$ cat src/rtl/ray_step_pkg.sv
package ray_step_pkg;
    parameter int INT_W  = 8;
    parameter int FRAC_W = 4;
    parameter int CNT_W  = 16;
    parameter int DC_W   = 8;
    parameter int CE_W   = 32;
    parameter int VAL_W  = 8;
    parameter int SKIP_W = 3;
    parameter int N_OCT  = 8;

    localparam int CRD_W  = INT_W + FRAC_W;
    localparam int ADDR_W = 3 * INT_W;
    localparam int OCT_W  = $clog2(N_OCT);
    localparam int TAB_D  = 1 << SKIP_W;

    typedef struct packed {
        logic [CRD_W-1:0] dx;
        logic [CRD_W-1:0] dy;
        logic [CRD_W-1:0] dz;
        logic [DC_W-1:0]  ddc;
        logic [CNT_W-1:0] dn;
    } incr_t;

    typedef enum logic [1:0] {
        S_IDLE  = 2'd0,
        S_ISSUE = 2'd1,
        S_WAIT  = 2'd2
    } st_e;

    typedef struct packed {
        st_e              st;
        logic [CRD_W-1:0] x;
        logic [CRD_W-1:0] y;
        logic [CRD_W-1:0] z;
        logic [DC_W-1:0]  dc;
        logic [CNT_W-1:0] cnt;
        logic             pend;
        logic [CNT_W-1:0] pend_val;
        logic [OCT_W-1:0] oct;
        logic             term;
    } ray_t;
endpackage

$ cat src/rtl/skip_decode.sv
module skip_decode
    import ray_step_pkg::*;
(
    input  logic [CE_W-1:0]   ce,
    input  logic [OCT_W-1:0]  oct,
    output logic [SKIP_W-1:0] skip
);
    localparam int FLD_TOP = N_OCT * SKIP_W;

    logic [SKIP_W-1:0] fld [N_OCT];
    logic              empty;

    for (genvar g = 0; g < N_OCT; g++) begin : g_fld
        assign fld[g] = ce[g*SKIP_W +: SKIP_W];
    end

    // the value field sits above the distance fields
    assign empty = (ce[CE_W-1 -: VAL_W] == '0);
    assign skip  = empty ? fld[oct] : '0;

    if (FLD_TOP + VAL_W != CE_W) begin : g_bad
        initial $error("skip_decode: field layout does not fill the code element");
    end
endmodule

$ cat src/rtl/incr_table.sv
module incr_table
    import ray_step_pkg::*;
(
    input  logic              clk,
    input  logic              rst_n,
    input  logic              we,
    input  logic [SKIP_W-1:0] widx,
    input  incr_t             wdata,
    input  logic [SKIP_W-1:0] ridx,
    output incr_t             rdata
);
    incr_t mem_q [TAB_D];

    always_ff @(posedge clk or negedge rst_n) begin
        if (!rst_n) begin
            for (int i = 0; i < TAB_D; i++) mem_q[i] <= '0;
        end else if (we) begin
            mem_q[widx] <= wdata;
        end
    end

    assign rdata = mem_q[ridx];
endmodule

$ cat src/rtl/ray_stepper.sv
module ray_stepper
    import ray_step_pkg::*;
(
    input  logic              clk,
    input  logic              rst_n,
    input  logic              tab_we,
    input  logic [SKIP_W-1:0] tab_idx,
    input  logic [CRD_W-1:0]  tab_dx,
    input  logic [CRD_W-1:0]  tab_dy,
    input  logic [CRD_W-1:0]  tab_dz,
    input  logic [DC_W-1:0]   tab_ddc,
    input  logic [CNT_W-1:0]  tab_dn,
    input  logic              ray_load,
    input  logic [OCT_W-1:0]  ray_oct,
    input  logic [CRD_W-1:0]  x0,
    input  logic [CRD_W-1:0]  y0,
    input  logic [CRD_W-1:0]  z0,
    input  logic [DC_W-1:0]   dc0,
    input  logic [CNT_W-1:0]  n0,
    input  logic              cnt_ld,
    input  logic [CNT_W-1:0]  cnt_ld_val,
    output logic              req_valid,
    input  logic              req_ready,
    output logic [ADDR_W-1:0] req_addr,
    input  logic              rsp_valid,
    input  logic [CE_W-1:0]   rsp_data,
    output logic [FRAC_W-1:0] offs_x,
    output logic [FRAC_W-1:0] offs_y,
    output logic [FRAC_W-1:0] offs_z,
    output logic [DC_W-1:0]   dc_out,
    output logic [CNT_W-1:0]  cnt_out,
    output logic              term
);
    ray_t              q, d;
    logic [SKIP_W-1:0] skip;
    incr_t             wr_ent, rd_ent;
    logic              step_now;
    logic              in_wait;
    logic [CNT_W-1:0]  base_cnt;
    logic [CNT_W:0]    diff;

    assign wr_ent = '{dx: tab_dx, dy: tab_dy, dz: tab_dz, ddc: tab_ddc, dn: tab_dn};

    skip_decode u_skip (
        .ce   (rsp_data),
        .oct  (q.oct),
        .skip (skip)
    );

    incr_table u_tab (
        .clk   (clk),
        .rst_n (rst_n),
        .we    (tab_we),
        .widx  (tab_idx),
        .wdata (wr_ent),
        .ridx  (skip),
        .rdata (rd_ent)
    );

    assign in_wait  = (q.st == S_WAIT);
    assign step_now = in_wait && rsp_valid;

    // an override in the response cycle wins over a held one
    assign base_cnt = cnt_ld ? cnt_ld_val : (q.pend ? q.pend_val : q.cnt);
    assign diff     = {1'b0, base_cnt} - {1'b0, rd_ent.dn};

    always_comb begin
        d = q;
        unique case (q.st)
            S_ISSUE: if (req_ready) d.st = S_WAIT;
            S_WAIT: begin
                if (rsp_valid) begin
                    d.x    = q.x + rd_ent.dx;
                    d.y    = q.y + rd_ent.dy;
                    d.z    = q.z + rd_ent.dz;
                    d.dc   = q.dc + rd_ent.ddc;
                    d.pend = 1'b0;
                    if (diff[CNT_W] || (diff[CNT_W-1:0] == '0)) begin
                        d.cnt  = '0;
                        d.term = 1'b1;
                        d.st   = S_IDLE;
                    end else begin
                        d.cnt = diff[CNT_W-1:0];
                        d.st  = S_ISSUE;
                    end
                end
            end
            default: ;
        endcase
        if (cnt_ld && !step_now) begin
            d.pend     = 1'b1;
            d.pend_val = cnt_ld_val;
        end
        if (ray_load) begin
            d.x    = x0;
            d.y    = y0;
            d.z    = z0;
            d.dc   = dc0;
            d.cnt  = n0;
            d.oct  = ray_oct;
            d.pend = 1'b0;
            d.term = (n0 == '0);
            d.st   = (n0 == '0) ? S_IDLE : S_ISSUE;
        end
    end

    always_ff @(posedge clk or negedge rst_n) begin
        if (!rst_n) begin
            q    <= '0;
            q.st <= S_IDLE;
        end else begin
            q <= d;
        end
    end

    assign req_valid = (q.st == S_ISSUE);
    assign req_addr  = {q.z[CRD_W-1:FRAC_W], q.y[CRD_W-1:FRAC_W], q.x[CRD_W-1:FRAC_W]};
    assign offs_x    = q.x[FRAC_W-1:0];
    assign offs_y    = q.y[FRAC_W-1:0];
    assign offs_z    = q.z[FRAC_W-1:0];
    assign dc_out    = q.dc;
    assign cnt_out   = q.cnt;
    assign term      = q.term;
endmodule

$ cat config.mk
export PLATFORM = sky130hd
export DESIGN_NAME = ray_stepper
export DESIGN_NICKNAME = d
export VERILOG_FILES = /design/src/rtl/ray_step_pkg.sv /design/src/rtl/skip_decode.sv /design/src/rtl/incr_table.sv /design/src/rtl/ray_stepper.sv
export SDC_FILE = /design/constraint.sdc
export NUM_CORES = 1
export LEC_CHECK = 0
export BUFFER_PORTS_ARGS = -buffer_cell sky130_fd_sc_hd__clkbuf_2
export CAP_MARGIN = 20
export CORE_ASPECT_RATIO = 1.25
export CORE_UTILIZATION = 45
export CTS_CLUSTER_SIZE = 16
export DETAILED_ROUTE_END_ITERATION = 6
export PLACE_DENSITY = 0.63
export SETUP_SLACK_MARGIN = 0.05
export SLEW_MARGIN = 15
export SYNTH_ARGS = -nofsm -noshare
export SYNTH_HDL_FRONTEND = slang
export SYNTH_SLANG_ARGS = --single-unit
$ cat constraint.sdc
create_clock -name clk -period 11.14 [get_ports clk]
set_input_delay 1.114 -clock clk [delete_from_list [all_inputs] [get_ports clk]]
set_output_delay 1.114 -clock clk [all_outputs]
set_load 0.05 [all_outputs]
## After elaboration in Yosys (flattened, before gate mapping)

Index checks and enable logic that the tools add are counted.

| word-level totals | value |
|---|---|
| register bits | 563 |
| input port bits | 181 |
| logic and storage cells | 109 |

| cells by class | value |
|---|---|
| $add $sub $neg | 5 |
| order comparisons | 4 |
| eq/ne operators | 4 |
| muxes and demuxes | 25 |
| bitwise logic cells | 3 |
| reduce and logical (&&, ||, !) cells | 18 |

Operators by type and width:

| operator | number |
|---|---|
| $bwmux 480 | 1 |
| $bmux 60 s3 | 1 |
| $demux 60 s3 | 1 |
| $mux 60 | 3 |
| $mux 63 | 2 |
| $mux 61 | 1 |
| $mux 16 | 3 |
| $add 12x12->12 | 3 |
| $logic_not 16->1 | 2 |
| $mux 17 | 1 |
| $sub 16x16->17 | 1 |
| $ge 4x4->1 const B | 3 |
| $not 3->4 | 3 |
| $bmux 3 s3 | 1 |
| $mux 3 | 3 |
| $reduce_bool 3->1 | 3 |
| $add 8x8->8 | 1 |
| $logic_not 8->1 | 1 |
| $mux 1 | 6 |
| $reduce_and 3->1 | 2 |
| $reduce_bool 2->1 | 3 |
| $lt 4x1->1 const B | 1 |
| $pmux 2 s2 | 1 |
| $reduce_and 2->1 | 2 |
| other kinds (8) | 10 |

## Logic depth before layout (Yosys ltp)

Gate-level depths: netlist of the first run.

| depth | value |
|---|---|
| word-level depth | 17 |
| gate-level depth with buffers | 23 |

## Hierarchy

From an unflattened synthesis of the first run, not the netlist that was laid out.

| unflattened totals | value |
|---|---|
| cell total of the unflattened synthesis | 2089 |
| area, all modules | 28602.4 um^2 |

By module, submodules not included:

| module | times used | cells an instance | area each (um^2) |
|---|---|---|---|
| incr_table | 1 | 1236 | 21373.0 |
| ray_stepper | 1 | 828 | 6986.7 |
| skip_decode | 1 | 25 | 242.7 |

## Least setup slack after synthesis of the first run

No wires, ideal clock.

| timing path | value |
|---|---|
| kind | input port to flip-flop |
| start | input port rsp_data[25] |
| end | register q[81] in the netlist's numbering |
| arrival | 5642 ps |
| data required time | 11000 ps |
| path slack | 5357 ps |
| stages on the path | 21 |
| buffers on the path | 3 |
| path through | nor4_1 -> nand2_1 -> nor2_1 -> clkbuf_1 -> clkbuf_1 -> clkbuf_1 -> nand2_1 -> nand3_1 -> nand3_1 -> o21ai_1 -> ha_1 -> inv_1 -> fa_1 -> a211o_1 -> a2111o_1 -> a211oi_2 -> o21ba_1 -> o211ai_1 -> or4_1 -> o41ai_2 -> o221ai_1 |

| between the ends | value |
|---|---|
| longest elaborated chain between the ends | 13 |

RTL lines:

| element | line | source |
|---|---|---|
| from (decl) | ray_stepper.sv:26 | `input logic [CE_W-1:0] rsp_data,` |
| $logic_not 8->1 * | skip_decode.sv:18 | `assign empty = (ce[CE_W-1 -: VAL_W] == '0);` |
| $mux 3 * | skip_decode.sv:19 | `assign skip = empty ? fld[oct] : '0;` |
| $not 3->4 (implied by the code) * | incr_table.sv:22 | `assign rdata = mem_q[ridx];` |
| $bmux 60 s3 * | incr_table.sv:22 |  |
| $mux 60 (implied by the code) * (2 in a row) | incr_table.sv:22 |  |
| $sub 16x16->17 * | ray_stepper.sv:65 | `assign diff = {1'b0, base_cnt} - {1'b0, rd_ent.dn};` |
| $logic_not 16->1 | ray_stepper.sv:78 | `if (diff[CNT_W] \|\| (diff[CNT_W-1:0] == '0)) begin` |
| $logic_or 1x1->1 * | ray_stepper.sv:78 |  |
| $mux 1 * | ray_stepper.sv:78 |  |
| $mux 63 * | ray_stepper.sv:72 | `if (rsp_valid) begin` |
| $pmux 2 s2 * | ray_stepper.sv:69 | `unique case (q.st)` |
| $mux 63 * | ray_stepper.sv:94 | `if (ray_load) begin` |
| to (decl) | ray_stepper.sv:34 | `ray_t q, d;` |

Mark *: on every way between the ends. The rest lies on a longest branch, timed or not. The select of a mux whose other input is x is not followed.
A chain may end at the register's enable or synchronous reset.

## Worst setup path in the final report of the first run

| timing path | value |
|---|---|
| start | register q[1] in the netlist's numbering |
| end | register q[81] in the netlist's numbering |

| between the ends | value |
|---|---|
| longest elaborated chain between the ends | 16 |

RTL lines:

| element | line |
|---|---|
| $not 3->4 (implied by the code) * | skip_decode.sv:19 |
| $bmux 3 s3 * | skip_decode.sv:19 |
| $mux 3 (implied by the code) * (2 in a row) | skip_decode.sv:19 |
| $mux 3 * | skip_decode.sv:19 |
| $not 3->4 (implied by the code) * | incr_table.sv:22 |
| $bmux 60 s3 * | incr_table.sv:22 |
| $mux 60 (implied by the code) * (2 in a row) | incr_table.sv:22 |
| $sub 16x16->17 * | ray_stepper.sv:65 |
| $logic_not 16->1 | ray_stepper.sv:78 |
| $logic_or 1x1->1 * | ray_stepper.sv:78 |
| $mux 1 * | ray_stepper.sv:78 |
| $mux 63 * | ray_stepper.sv:72 |
| $pmux 2 s2 * | ray_stepper.sv:69 |
| $mux 63 * | ray_stepper.sv:94 |

Marked as above.

==> results of run 1 <==
==> cells by family (layout without fill, tap and decap cells) <==
family / count (synthesis) / after routing / share of synthesized area [%]
other cells: 0 / 10 / 0
compound gates: 318 / 318 / 6.67
xor+xnor: 41 / 41 / 1.25
fa+ha+maj: 61 / 61 / 2.79
flops: 563 / 563 / 49.0
mux: 548 / 548 / 21.9
simple gates: 947 / 947 / 14.2
buf+inv: 257 / 408 / 4.19
==> flip-flops by register name (all words and copies together) (netlist names) <==
register	flops
offs_z	4
q	22
cnt_out	16
req_addr	24
offs_x	4
dc_out	8
offs_y	4
term	1
u_tab.mem_q	480
==> layer usage <==
layer / global-route usage [%] / up-vias / part of all wire, %
met5: 0 / - / 0.045
met4: 13.8 / 6 / 5.6
met3: 3.53 / 171 / 3.9
met2: 42.1 / 448 / 50
met1: 28.8 / 10600 / 40
li1: - / 9713 / -
==> worst paths after layout <==
check	startpoint	endpoint	slack (ns)	cells after the start
setup / recovery	q[1]$_DFFE_PN0P_	q[81]$_DFFE_PN0P_	5.10	16
setup reg to reg	q[1]$_DFFE_PN0P_	q[81]$_DFFE_PN0P_	5.10	16
hold / removal	u_tab.mem_q[161]$_DFFE_PN0P_	u_tab.mem_q[161]$_DFFE_PN0P_	0.50	1
min in group asynchronous	rst_n	u_tab.mem_q[11]$_DFFE_PN0P_	0.60	1
max in group asynchronous	rst_n	u_tab.mem_q[206]$_DFFE_PN0P_	8.98	2
hold reg to reg	u_tab.mem_q[161]$_DFFE_PN0P_	u_tab.mem_q[161]$_DFFE_PN0P_	0.50	1
==> critical path, stage by stage (launching register included) <==
cell and delay [ns]:
dfrtp_1 0.57, mux4_2 0.56, mux2i_1 0.33, or2_4 0.72, nand2_1 0.10, and3_1 0.20, a311oi_1 0.34, a31oi_1 0.14
fa_1 0.53, a211o_1 0.37, a2111o_1 0.42, a21oi_1 0.30, a311o_2 0.25, o211ai_1 0.08, or4_1 0.51, o41ai_2 0.30
o221ai_1 0.16
==> metrics by stage <==
stage | hold slack, ns | utilization, % | worst slack (ns) | power, W | instance area (um2)
floorplan | 0.474 | - | 5.36 | 0.00370 | 28700
global placement | 0.481 | 47.9 | 4.63 | 0.00403 | 30200
detailed placement | 0.492 | 47.9 | 4.56 | 0.00410 | 30200
CTS | 0.506 | 51.2 | 5.05 | 0.00625 | 32300
global route | 0.513 | 51.3 | 4.66 | 0.00652 | 32400
finish | 0.503 | 51.3 | 5.10 | 0.00620 | 32400
==> power breakdown <==
part / total (W) / switching (W) / internal [W]
combinational: 0.00137 / 0.000730 / 0.000644
clock: 0.00214 / 0.000860 / 0.00128
sequential: 0.00269 / 0.000226 / 0.00246
total: 0.00620 / 0.00182 / 0.00438
==> Yosys cell counts, types with 22 or more instances <==
cell type	n
buf_4	60
o21ai_0	100
a31oi_1	34
ha_1	56
mux2_2	499
buf_1	26
nor2_1	52
and3_1	22
nand3_1	240
xor2_1	23
clkbuf_1	142
a21oi_1	78
nand2_1	566
dfrtp_1	563
mux2i_1	35
==> final cells by class <==
cell class / instances / area [um2] / area share (%)
antenna: 10 / 25.0 / 0.0773
multi-input combinational: 1915 / 13500 / 41.7
tap: 840 / 1050 / 3.25
inverter: 22 / 82.6 / 0.255
clock buffer: 73 / 1630 / 5.04
timing repair buffer: 274 / 1500 / 4.64
sequential: 563 / 14100 / 43.5
clock inverter: 39 / 498 / 1.54
==> key figures, run 1 <==
Route
  – WL final: roughly 78 mm
  – Vias per std cell: 5.60
  – WL per Instance: around 21 um
  – Final ANT Viol Nets: 0
  – Initial DRC Count: about 1200
  – DRC violations left: 0
  – Pre-antenna DRT Iters: 5
  – DR vias: roughly 21000

Worst setup path
  – Worst Path Required: ~12 ns
  – Crit end category: register
  – CP arrival: around 6.5 ns
  – Type of the worst setup path: register to register
  – Critical path peak fanout: between 60 and 70
  – Startpoint types: register

CTS
  – Worst skew pair latency: roughly 0.64 ns
  – Clock Tree Buf Depth: 3
  – CTS Hold Bufs: 0
  – H-tree Lvls: 2
  – Sink Count: 563
  – CTS Root Cell: clkbuf_16
  – Cts bufs inserted: 59
  – CTS tree: yes
  – # Post-CTS Setup Buffers: 0
  – Post-CTS sizing: 0
  – Clock slew at reported path FFs: 0.06 ns

Hold path
  – Hold WC Path Type: register to register

Placement
  – Number of port buffers: 242
  – Routability cong.: about 0.85
  – Cell count after placement: about 3600
  – Detailed placer's ending HPWL: 49.0 mm

Floorplanning
  – Row cnt: a little over 100
  – Die width: 228 um
  – Chip Height: 285 um
  – Ports: 243
  – Initial Util: 45.5%
  – Core area: 63100 um2
  – Die ar.: 64900 um2

STA
  – Setup violators final: 0
  – Worst Tran Pin Value: 1.14 ns
  – Final Max Slew Viols: 0
  – F_max: 0.166 GHz
  – Skew final: around 0.036 ns
  – RSZ-0062 raised after global routing: no
  – Slew Limit Headroom: 23.8%
  – Fin. Hold Viols: 0
  – Total negative slack: 0 ns
  – Final worst path period share: 54.2%
  – Minimum clock period: 6.04 ns

Synth
  – Mapped Cells: 2735
  – Syn Area/Cell: 10.5 um2
  – FFs w/ async S/R, synth: 100%
  – Main flop type after synthesis: dfrtp_1
  – Count of cell types in the netlist: 63
  – Yosys reg bits: 563
  – EDFF count, synth: 0
  – Post-Syn Nets: 2977
  – Yosys Warn Count: 0
  – Yosys top cell by area: dfrtp_1
  – Top-area cell type share of the netlist area: about 49%
  – Synth top area cells: dfrtp_1, mux2_2, nand2_1
  – Post-Syn Area: 28700 um2
  – Register area share after synthesis: 49.0%

Outcome
  – Status: complete, no violations

Global route
  – Largest net degree at the start of global routing: 193
  – Vias in the first global route: 22000
  – Global-route usage over all layers: 24.3%
  – First-pass GRT wire length: 124 mm
  – Antenna violations before repair: 14
  – Total congestion overflow: 0

Run
  – Max cap viols: 0

Final layout
  – Layout Cells excl Fill: 3736
  – Most common cell after layout, fill and taps aside: nand2_1
  – Area delta synth->final: 12.6%
  – Commonest cells after routing, fill and taps aside: nand2_1, dfrtp_1, mux2_2
  – Layout cells sized above 1: a little under a third
  – Fillers: 5660
  – Final nets: 3077

Power and ir drop
  – Leakage: 14.6 nW
  – P per Cell Area: 191 nW/um2
  – Maximum vdd drop: 0.129 mV
No activity file was read; power rests on OpenSTA's default activity.
==> inputs of run 2 (changes only) <==
Settings changed: PLACE_DENSITY 0.63 to 0.65.
Clock period 11.14 ns to 5 ns, I/O delays scaled along.
==> run 2 against run 1 <==
Effect of this change:
- design area increased by 3.5%
- die area unchanged
- cell count increased by 3.5%
- largest cell class unchanged
==> key figures, run 2 (synthesized netlist as in run 1, its figures left out) <==
STA
  – Final Max Slew Viols: 0
  – Minimum clock period: 4.73 ns
  – PnR worst setup slack: between 0.2 and 0.3 ns
  – Final worst path period share: 94.6%
  – Fin. Hold Viols: 0
  – RSZ-0062 raised after global routing: yes
  – Setup violators final: 0
  – Skew final: 0.0252 ns
  – F_max: 0.211 GHz
  – Worst Tran Pin Value: 0.992 ns
  – Slew Limit Headroom: 33.8%

Worst setup path
  – CP Cell Sequence: mux4_2, mux2i_4, buf_4, nor2_4, buf_6, buf_12, nand2_1, and3_1, a311oi_1, a31oi_1, buf_4, ha_1, o21a_1, a2111o_1, a21oi_2, buf_4, a311o_2, o211ai_1, or4_4, o41ai_4, o221ai_1
  – Startpoint types: register
  – Largest stage delay, worst path: roughly 0.46 ns
  – Crit end category: register
  – Type of the worst setup path: register to register
  – Critical path peak fanout: 20
  – CP top delay family: compound AO/OA/AOI/OAI gates
  – Crit-path most repeated cell: buf_4
  – Slowest CP cell: a2111o_1
  – Worst Path Required: 5.48 ns
  – Critical path buffers and inverters: 5
  – CP arrival: around 5.2 ns

CTS
  – Sink Count: approximately 560
  – Cts bufs inserted: 60
  – Clock slew at reported path FFs: 0.06 ns
  – H-tree Lvls: 2
  – CTS Root Cell: clkbuf_16
  – Clock Tree Buf Depth: 3
  – Worst skew pair latency: 0.64 ns
  – CTS tree: yes

Route
  – Vias per std cell: between 5 and 6
  – Final ANT Viol Nets: 0
  – WL final: 80.1 mm
  – Pre-antenna DRT Iters: 5
  – Initial DRC Count: 1534
  – WL per Instance: 20.7 um
  – DR vias: 21600
  – DRC violations left: 0

Outcome
  – Status: complete, no violations

Placement
  – Pre-CTS WS: -0.230 ns
  – Cell count after placement: ~3800
  – Number of port buffers: ~240
  – Routability cong.: 0.900
  – Detailed placer's ending HPWL: between 50 and 60 mm

Final layout
  – Layout cells sized above 1: between 30% and 40%
  – Area delta synth->final: 16.6%
  – Layout Cells excl Fill: between 3000 and 4000
  – Max reg flops: 480
  – Area of the multi-input gates: 13600 um2
  – Final nets: 3219
  – Fillers: 5591
  – Top reg by flops: u_tab.mem_q
  – Commonest cells after routing, fill and taps aside: nand2_1, dfrtp_1, mux2_2
  – Seq. cell area: 14100 um2
  – Most common cell after layout, fill and taps aside: nand2_1
  – Final core occ: 53.1%

Floorplanning
  – Die width: 228 um
  – Chip Height: 285 um
  – Initial Util: 45.5%
  – Ports: about 240
  – Row cnt: 103
  – Die ar.: 64900 um2
  – Core area: roughly 63000 um2

Run
  – Max cap viols: 0

Hold path
  – Hold WC Path Type: input pin to register

Global route
  – Largest net degree at the start of global routing: 130
  – Vias in the first global route: 22600
  – Antenna violations before repair: 12
  – Global-route usage over all layers: 24.7%
  – Total congestion overflow: 0
  – First-pass GRT wire length: ~130 mm

Power and ir drop
  – P per Cell Area: 415 nW/um2
  – Leakage: 15.2 nW
  – Maximum vdd drop: 0.277 mV
==> run 2: repair_timing <==
action	CTS	global route
pin swaps	2	7
setup buffers	2	1
endpoints found under the setup margin	4	5
cloned	0	1
gates resized for setup	4	14
hold buffers	1	0
hold endpoints to repair	47	0
==> run 2: where the power goes <==
part           total [W]  internal (W)  switching [W]  leakage (nW)
clock            0.00443       0.00259        0.00184         0.971
combinational    0.00347       0.00174        0.00173          7.53
sequential       0.00600       0.00549       0.000518          6.74
==> run 2: routing by layer <==
layer / GRT usage (%) / vias up / routed length [um]
met1: 29.2 / 11000 / 31700
li1: - / 9977 / -
met5: 0 / - / 49
met4: 11.8 / 8 / 3940
met3: 3.82 / 179 / 3350
met2: 43.7 / 508 / 41000
==> run 2: tightest hold or removal path, stage by stage <==
cell      delay (ns)
clkbuf_2        0.07
nand2_1         0.04
o21ai_0         0.05
==> run 2: metrics by stage <==
step / setup TNS [ns] / power (W) / instance area [um2] / hold slack (ns)
2_1_floorplan: 0 / 0.00825 / 28800 / 0.204
4_1_cts: 0 / 0.0140 / 33400 / 0.0445
5_1_grt: 0 / 0.0146 / 33500 / 0.0630
3_5_place_dp: -0.360 / 0.00953 / 31400 / 0.493
6_report: 0 / 0.0139 / 33500 / 0.0667
3_3_place_gp: 0 / 0.00933 / 31400 / 0.482
==> run 2: worst paths after layout <==
check | start | end | slack, ns | cells after the start
setup / recovery | q[1]$_DFFE_PN0P_ | q[81]$_DFFE_PN0P_ | 0.27 | 21
hold / removal | y0[5] | req_addr[9]$_DFFE_PN0P_ | 0.07 | 3
setup reg to reg | q[1]$_DFFE_PN0P_ | q[81]$_DFFE_PN0P_ | 0.27 | 21
hold reg to reg | u_tab.mem_q[95]$_DFFE_PN0P_ | u_tab.mem_q[95]$_DFFE_PN0P_ | 0.50 | 1
max in group asynchronous | rst_n | u_tab.mem_q[19]$_DFFE_PN0P_ | 3.17 | 3
min in group asynchronous | rst_n | u_tab.mem_q[73]$_DFFE_PN0P_ | 0.49 | 2
==> run 2: cell type report <==
cell class | count | area share [%]
timing repair buffer | 415 | 8.23
clock buffer | 87 | 5.29
sequential | 563 | 42.0
clock inverter | 17 | 0.552
multi-input combinational | 1915 | 40.5
inverter | 22 | 0.246
tap | 840 | 3.14
antenna | 6 | 0.0448
